==> src/rtl/coh_dir_pkg.sv <==
package coh_dir_pkg;

    typedef enum logic [1:0] {
        DIR_UNC = 2'd0,
        DIR_SHR = 2'd1,
        DIR_EXC = 2'd2
    } dir_state_e;

    typedef enum logic [1:0] {
        RQ_READ  = 2'd0,
        RQ_WRITE = 2'd1,
        RQ_WBACK = 2'd2,
        RQ_NONE  = 2'd3
    } req_kind_e;

    typedef enum logic [1:0] {
        MS_INVAL     = 2'd0,
        MS_FETCH     = 2'd1,
        MS_FETCH_INV = 2'd2,
        MS_REPLY     = 2'd3
    } msg_kind_e;

    typedef enum logic [2:0] {
        S_IDLE  = 3'd0,
        S_INVAL = 3'd1,
        S_FETCH = 3'd2,
        S_WAIT  = 3'd3,
        S_REPLY = 3'd4
    } fsm_state_e;

endpackage

==> src/rtl/coh_lowbit_pick.sv <==
module coh_lowbit_pick #(
    parameter int N = 4,
    localparam int IW = (N > 1) ? $clog2(N) : 1
) (
    input  logic [N-1:0]  vec,
    output logic [N-1:0]  grant,
    output logic [IW-1:0] idx
);

    logic [N:0] seen;

    assign seen[0] = 1'b0;

    for (genvar i = 0; i < N; i++) begin : g_chain
        assign grant[i]  = vec[i] & ~seen[i];
        assign seen[i+1] = seen[i] | vec[i];
    end

    always_comb begin
        idx = '0;
        for (int i = 0; i < N; i++) begin
            if (grant[i]) begin
                idx = idx | IW'(i);
            end
        end
    end

endmodule

==> src/rtl/coh_dir_store.sv <==
module coh_dir_store
    import coh_dir_pkg::*;
#(
    parameter int NPROC = 4,
    parameter int NBLK  = 8,
    parameter int DW    = 8,
    localparam int BW   = $clog2(NBLK)
) (
    input  logic             clk,
    input  logic             rst_n,
    input  logic [BW-1:0]    addr,
    output dir_state_e       rd_st,
    output logic [NPROC-1:0] rd_sh,
    output logic [DW-1:0]    rd_mem,
    input  logic             dir_we,
    input  dir_state_e       wr_st,
    input  logic [NPROC-1:0] wr_sh,
    input  logic             mem_we,
    input  logic [DW-1:0]    mem_wd
);

    dir_state_e       st_q  [NBLK];
    logic [NPROC-1:0] sh_q  [NBLK];
    logic [DW-1:0]    mem_q [NBLK];

    assign rd_st  = st_q[addr];
    assign rd_sh  = sh_q[addr];
    assign rd_mem = mem_q[addr];

    always_ff @(posedge clk) begin
        if (!rst_n) begin
            for (int b = 0; b < NBLK; b++) begin
                st_q[b]  <= DIR_UNC;
                sh_q[b]  <= '0;
                mem_q[b] <= DW'(37 * b + 5);
            end
        end else begin
            if (dir_we) begin
                st_q[addr] <= wr_st;
                sh_q[addr] <= wr_sh;
            end
            if (mem_we) begin
                mem_q[addr] <= mem_wd;
            end
        end
    end

    for (genvar g = 0; g < NBLK; g++) begin : g_inv
        // a writable block has a single owner
        assert_excl_single_owner_R11: assert property (@(posedge clk) disable iff (!rst_n)
            (st_q[g] == DIR_EXC) |-> ($countones(sh_q[g]) == 1));
        // an uncached block has nobody present
        assert_unc_vector_empty_R11: assert property (@(posedge clk) disable iff (!rst_n)
            (st_q[g] == DIR_UNC) |-> ($countones(sh_q[g]) == 0));
    end

endmodule

==> src/rtl/coh_home_dir.sv <==
module coh_home_dir
    import coh_dir_pkg::*;
#(
    parameter int NPROC = 4,
    parameter int NBLK  = 8,
    parameter int DW    = 8,
    localparam int NW   = $clog2(NPROC),
    localparam int BW   = $clog2(NBLK)
) (
    input  logic          clk,
    input  logic          rst_n,
    input  logic          req_valid,
    output logic          req_ready,
    input  logic [1:0]    req_kind,
    input  logic [NW-1:0] req_node,
    input  logic [BW-1:0] req_blk,
    input  logic [DW-1:0] req_data,
    output logic          msg_valid,
    output logic [1:0]    msg_kind,
    output logic [NW-1:0] msg_node,
    output logic [BW-1:0] msg_blk,
    output logic [DW-1:0] msg_data
);

    fsm_state_e state, nxt;

    logic [1:0]       cur_kind;
    logic [NW-1:0]    cur_node;
    logic [BW-1:0]    cur_blk;
    logic [NPROC-1:0] cur_bit;
    logic [DW-1:0]    rsp_data;
    logic [NPROC-1:0] inv_mask;
    logic [NW-1:0]    owner_idx_q;
    logic [NPROC-1:0] owner_oh_q;

    logic [NPROC-1:0] req_bit;
    logic [BW-1:0]    addr;
    dir_state_e       rd_st;
    logic [NPROC-1:0] rd_sh;
    logic [DW-1:0]    rd_mem;
    logic             dir_we;
    dir_state_e       wr_st;
    logic [NPROC-1:0] wr_sh;
    logic             mem_we;
    logic             ld_req;
    logic             wb_match;

    logic [NPROC-1:0] inv_grant;
    logic [NW-1:0]    inv_idx;
    logic [NPROC-1:0] inv_rest;
    logic [NPROC-1:0] own_grant;
    logic [NW-1:0]    own_idx;

    assign req_bit = {{(NPROC-1){1'b0}}, 1'b1} << req_node;
    assign cur_bit = {{(NPROC-1){1'b0}}, 1'b1} << cur_node;
    assign addr    = (state == S_IDLE) ? req_blk : cur_blk;

    coh_dir_store #(.NPROC(NPROC), .NBLK(NBLK), .DW(DW)) i_store (
        .clk    (clk),
        .rst_n  (rst_n),
        .addr   (addr),
        .rd_st  (rd_st),
        .rd_sh  (rd_sh),
        .rd_mem (rd_mem),
        .dir_we (dir_we),
        .wr_st  (wr_st),
        .wr_sh  (wr_sh),
        .mem_we (mem_we),
        .mem_wd (req_data)
    );

    coh_lowbit_pick #(.N(NPROC)) i_inv_pick (
        .vec   (inv_mask),
        .grant (inv_grant),
        .idx   (inv_idx)
    );

    coh_lowbit_pick #(.N(NPROC)) i_own_pick (
        .vec   (rd_sh),
        .grant (own_grant),
        .idx   (own_idx)
    );

    assign inv_rest = inv_mask & ~inv_grant;
    assign wb_match = req_valid && (req_kind == RQ_WBACK) && (req_bit == owner_oh_q)
                      && (req_blk == cur_blk);
    assign req_ready = (state == S_IDLE) || ((state == S_WAIT) && wb_match);

    // state register
    always_ff @(posedge clk) begin
        if (!rst_n) begin
            state <= S_IDLE;
        end else begin
            state <= nxt;
        end
    end

    // next state and directory updates
    always_comb begin
        nxt    = state;
        dir_we = 1'b0;
        wr_st  = rd_st;
        wr_sh  = rd_sh;
        mem_we = 1'b0;
        ld_req = 1'b0;
        unique case (state)
            S_IDLE: begin
                if (req_valid) begin
                    ld_req = 1'b1;
                    if (req_kind == RQ_READ) begin
                        if (rd_st == DIR_EXC) begin
                            nxt = S_FETCH;
                        end else begin
                            dir_we = 1'b1;
                            wr_st  = DIR_SHR;
                            wr_sh  = rd_sh | req_bit;
                            nxt    = S_REPLY;
                        end
                    end else if (req_kind == RQ_WRITE) begin
                        if (rd_st == DIR_EXC) begin
                            nxt = S_FETCH;
                        end else begin
                            dir_we = 1'b1;
                            wr_st  = DIR_EXC;
                            wr_sh  = req_bit;
                            if ((rd_st == DIR_SHR) && ((rd_sh & ~req_bit) != '0)) begin
                                nxt = S_INVAL;
                            end else begin
                                nxt = S_REPLY;
                            end
                        end
                    end else if ((req_kind == RQ_WBACK) && (rd_st == DIR_EXC)
                                 && ((rd_sh & req_bit) != '0)) begin
                        dir_we = 1'b1;
                        wr_st  = DIR_UNC;
                        wr_sh  = '0;
                        mem_we = 1'b1;
                    end
                end
            end
            S_INVAL: begin
                if (inv_rest == '0) begin
                    nxt = S_REPLY;
                end
            end
            S_FETCH: begin
                nxt = S_WAIT;
            end
            S_WAIT: begin
                if (wb_match) begin
                    dir_we = 1'b1;
                    if (cur_kind == RQ_READ) begin
                        wr_st  = DIR_SHR;
                        wr_sh  = owner_oh_q | cur_bit;
                        mem_we = 1'b1;
                    end else begin
                        wr_st  = DIR_EXC;
                        wr_sh  = cur_bit;
                    end
                    nxt = S_REPLY;
                end
            end
            S_REPLY: begin
                nxt = S_IDLE;
            end
            default: begin
                nxt = S_IDLE;
            end
        endcase
    end

    // latched request and working registers
    always_ff @(posedge clk) begin
        if (!rst_n) begin
            cur_kind    <= '0;
            cur_node    <= '0;
            cur_blk     <= '0;
            rsp_data    <= '0;
            inv_mask    <= '0;
            owner_idx_q <= '0;
            owner_oh_q  <= '0;
        end else begin
            if (ld_req) begin
                cur_kind    <= req_kind;
                cur_node    <= req_node;
                cur_blk     <= req_blk;
                rsp_data    <= rd_mem;
                inv_mask    <= rd_sh & ~req_bit;
                owner_idx_q <= own_idx;
                owner_oh_q  <= own_grant;
            end else if (state == S_INVAL) begin
                inv_mask <= inv_rest;
            end else if ((state == S_WAIT) && wb_match) begin
                rsp_data <= req_data;
            end
        end
    end

    // outgoing message
    always_comb begin
        msg_valid = 1'b0;
        msg_kind  = MS_INVAL;
        msg_node  = '0;
        msg_blk   = cur_blk;
        msg_data  = '0;
        unique case (state)
            S_INVAL: begin
                msg_valid = 1'b1;
                msg_kind  = MS_INVAL;
                msg_node  = inv_idx;
            end
            S_FETCH: begin
                msg_valid = 1'b1;
                msg_kind  = (cur_kind == RQ_READ) ? MS_FETCH : MS_FETCH_INV;
                msg_node  = owner_idx_q;
            end
            S_REPLY: begin
                msg_valid = 1'b1;
                msg_kind  = MS_REPLY;
                msg_node  = cur_node;
                msg_data  = rsp_data;
            end
            default: begin
            end
        endcase
    end

    // the requester never receives its own invalidation
    assert_inval_skips_requester_R4: assert property (@(posedge clk) disable iff (!rst_n)
        (msg_valid && (msg_kind == MS_INVAL)) |-> (msg_node != cur_node));

    // competing requests are held off during the write-back wait
    assert_stall_during_wait_R9: assert property (@(posedge clk) disable iff (!rst_n)
        ((state == S_WAIT) && req_valid && (req_kind != RQ_WBACK)) |-> !req_ready);

    // a fetch order is followed by a silent wait cycle
    assert_fetch_then_quiet_R5: assert property (@(posedge clk) disable iff (!rst_n)
        (msg_valid && (msg_kind != MS_INVAL) && (msg_kind != MS_REPLY)) |=> !msg_valid);

    // the reply after a write-back carries the returned data
    assert_reply_forwards_wb_R6: assert property (@(posedge clk) disable iff (!rst_n)
        ((state == S_WAIT) && req_ready) |=>
            (msg_valid && (msg_kind == MS_REPLY) && (msg_data == $past(req_data))));

endmodule

==> config.mk <==
export PLATFORM = sky130hd
export DESIGN_NAME = coh_home_dir
export DESIGN_NICKNAME = d
export VERILOG_FILES = /design/src/rtl/coh_dir_pkg.sv /design/src/rtl/coh_lowbit_pick.sv /design/src/rtl/coh_dir_store.sv /design/src/rtl/coh_home_dir.sv
export SDC_FILE = /design/constraint.sdc
export NUM_CORES = 1
export LEC_CHECK = 0
export BUFFER_PORTS_ARGS = -buffer_cell sky130_fd_sc_hd__buf_2
export CAP_MARGIN = 40
export CELL_PAD_IN_SITES_DETAIL_PLACEMENT = 1
export CELL_PAD_IN_SITES_GLOBAL_PLACEMENT = 1
export CORE_ASPECT_RATIO = 1.4
export CORE_MARGIN = 2
export CORE_UTILIZATION = 53
export CTS_CLUSTER_DIAMETER = 50
export CTS_CLUSTER_SIZE = 10
export DETAILED_ROUTE_END_ITERATION = 8
export GPL_ROUTABILITY_DRIVEN = 0
export PLACE_DENSITY_LB_ADDON = 0.1
export SKIP_CTS_REPAIR_TIMING = 1
export SYNTH_ARGS = -nofsm -noshare
export SYNTH_HDL_FRONTEND = slang
export SYNTH_SLANG_ARGS = --single-unit
==> constraint.sdc <==
create_clock -name clk -period 9.2 [get_ports clk]
set_clock_uncertainty 0.05 [all_clocks]
set_input_delay 1.38 -clock clk [delete_from_list [all_inputs] [get_ports clk]]
set_output_delay 1.38 -clock clk [all_outputs]
set_load 0.02 [all_outputs]
==> flow_metrics.py <==
metrics = {
    "timing": {
        "post-route-period-util_pct": 56.0,
        "fin_tns_setup_ns": 0,
        "finalHoldViolCount": 0,
        "setup_ws_ns": 4.05,
        "slew_violations": 0,
        "finalSetupViolCount": 0,
        "worst_pin_slew_ns": 1.01,
        "slew_headroom_pct": 32.8,
        "rsz0062_at_grt": "no",
        "fin_crit_ns": 5.15,
        "max_freq_mhz": 194,
        "whs_ns": 0.426,
    },
    "min_path": {
        "worstHoldPathCells": 2,
        "hp-start": "owner_idx_q[1]$_SDFFE_PN0P_",
        "hold_class": "reg -> reg",
        "whs_endpoint": "owner_idx_q[1]$_SDFFE_PN0P_",
    },
    "detailed_routing": {
        "routed_wl_um": 25800,
        "ant_nets": 0,
        "routedWlPerCell_um": 25.9,
        "dr.pass1.iters": 5,
        "routed_via_density": 6.70,
        "num_vias": 6689,
        "drc": 0,
        "drt_iter0_markers": 717,
    },
    "synthesis": {
        "synth_common_cells": "edfxtp_1, nand2_1, nor2_1, nor3_1, o21ai_0",
        "postSynth.asyncResetShare_pct": 0,
        "synth_edf_count": 112,
        "synth_cells": 778,
        "synth_nets": 796,
        "ys_types": 71,
        "synth-seq-area-share_pct": 50.8,
        "syn_area_um2": 7730,
        "yosysMostFrequentCell": "edfxtp_1",
        "ys_ff_latch": 140,
        "synth_area_leaders": "edfxtp_1, dfxtp_1, nand2_1",
        "synth_top_area_share_pct": 43.5,
        "synth_flop_cell": "edfxtp_1",
        "yosys_warnings": 0,
        "syn_area_per_cell_um2": 9.93,
        "yosysTopAreaCell": "edfxtp_1",
    },
    "placement": {
        "place_inst": 964,
        "dp_hpwl_um": 18500,
        "portBuffers": 34,
        "pre_cts_ws_ns": 3.73,
    },
    "die": {
        "fp-row-count": 52,
        "die_h_um": 147,
        "die-area_um2": 15600,
        "start_util_pct": 53.8,
        "num_io_pins": 35,
        "core_area_um2": 14400,
        "die_w_um": 106,
    },
    "setup_path": {
        "reg2reg_depth": 9,
        "r2r_end": "i_store.mem_q[5][2]$_SDFFCE_PN1P_",
        "slowest_stage": "o31ai_4",
        "worst-setup-path-type": "in -> reg",
        "cp_cell_sequence": "buf_2, nor4b_1, nor2_1, a2111oi_0, a211o_1, o2111ai_2, o31ai_4, and2_1, nand2b_1",
        "max_stage_delay_ns": 0.75,
        "path_max_fanout": 21,
        "critPathCaptureType": "flip-flop",
        "r2r-start": "state[2]$_SDFFE_PN0P_",
        "startpoint_type": "input port",
        "critical_path_arrival_ns": 5.18,
        "reg2reg_slack_ns": 4.19,
        "critPathRequiredTime_ns": 9.23,
    },
    "cts": {
        "clkSlewWorstSetupHoldPaths_ns": 0.07,
        "cts_inserted_buffers": 17,
        "clock_sinks": 140,
        "htree_levels": 4,
        "clock_path_buffers": 2,
        "root_buffer": "clkbuf_16",
        "clk_latency_ns": 0.43,
        "tritoncts": "yes",
    },
    "global_routing": {
        "track_usage_pct": 34.0,
        "grt_max_degree": 65,
        "grt_pass1_vias": 6817,
        "grt-ovfl-total": 0,
        "antenna_found_initial": 0,
        "grt_first_pass_wirelength_um": 39500,
    },
    "power_and_ir_drop": {
        "vdd_ir_drop_max_v": 0.000223,
        "power.leakage_nw": 2.90,
        "power_density_nw_per_um2": 303,
    },
    "layout": {
        "nets": 814,
        "n_antenna_cell": 0,
        "drive_gt1_share_pct": 13.5,
        "fin_cells": 998,
        "n_fill_cell": 1620,
        "synthToLayoutAreaGrowth_pct": 11.2,
    },
    "job": {
        "maxCapViolations": 0,
    },
    "outcome": {
        "status": "complete, no violations",
    },
}
[report_power, final]
part | internal, mW | switching [mW]
Clock | 0.399 | 0.283
Combinational | 0.352 | 0.733
Sequential | 0.749 | 0.0866
Total | 1.50 | 1.10
[worst max-delay path: cells and delay by family]
kind | cells | cell delay, ns
buffers and inverters | 1 | 0.36
AND/OR/NAND/NOR | 4 | 1.67
AO/OA/AOI/OAI | 4 | 1.75
[layout by cell type, fill, tap and decap left out, drive strengths merged, types with 20 or more instances in the layout]
cell | synthesis | routed
a21oi | 26 | 26
clkbuf | 29 | 21
inv | 20 | 25
and2 | 20 | 20
mux2i | 28 | 28
edfxtp | 112 | 112
nor2b | 20 | 20
nor3 | 36 | 36
nor2 | 68 | 68
nand3 | 28 | 28
dfxtp | 28 | 28
nand2 | 98 | 98
buf | 21 | 49
o21ai | 33 | 33
[registers in the layout, summed over array words and instances, names as in the netlist]
signal,cells
inv_mask,4
state,3
i_store.st_q,16
owner_idx_q,2
rsp_data,8
msg_blk,3
i_store.mem_q,64
cur_kind,2
cur_node,2
owner_oh_q,4
i_store.sh_q,32
[metal layers]
metal | up-vias | track usage, % | wire, um
li1 | 2970 | - | -
met1 | 3304 | 41.0 | 9790
met2 | 335 | 59.9 | 13200
met3 | 80 | 5.15 | 1650
met4 | 0 | 15.3 | 1140
met5 | - | 0 | 0
[metrics by stage]
stage	utilization (%)	total power, mW	area [um^2]
after floorplan	-	1.54	7730
after global routing	59.8	2.70	8590
final	59.8	2.60	8590
after CTS	59.7	2.58	8580
after global placement	55.5	1.85	7980
after detailed placement	55.7	1.89	8010
[cell type report]
cell class / count / area, um^2 / area share, %
Tap cell: 189 / 236 / 2.75
Inverter: 20 / 75.1 / 0.873
Multi-Input combinational cell: 568 / 3510 / 40.9
Clock buffer: 21 / 472 / 5.49
Sequential cell: 140 / 3920 / 45.7
Timing Repair Buffer: 49 / 268 / 3.12
Clock inverter: 11 / 105 / 1.22
[how the worst max path moves through the flow]
stage / from / end / depth (start not counted)
after CTS: req_blk[0] / i_store.mem_q[5][2]$_SDFFCE_PN1P_ / 9
after floorplan: req_node[1] / req_ready / 5
final: req_blk[0] / i_store.mem_q[5][2]$_SDFFCE_PN1P_ / 9
after global placement: req_blk[0] / i_store.sh_q[6][3]$_SDFFCE_PN0P_ / 11
after detailed placement: req_blk[0] / i_store.mem_q[5][2]$_SDFFCE_PN1P_ / 9
after global routing: req_blk[0] / i_store.st_q[3][1]$_SDFFCE_PN0P_ / 10
[kinds of logic after synthesis]
logic type             synth area share, %
AND/OR/NAND/NOR                       22.5
AO/OA/AOI/OAI                         16.8
flip-flops                            50.8
buffers and inverters                 3.79
multiplexers                          5.76
XOR/XNOR                             0.453
No activity file was read; power rests on OpenSTA's default activity.
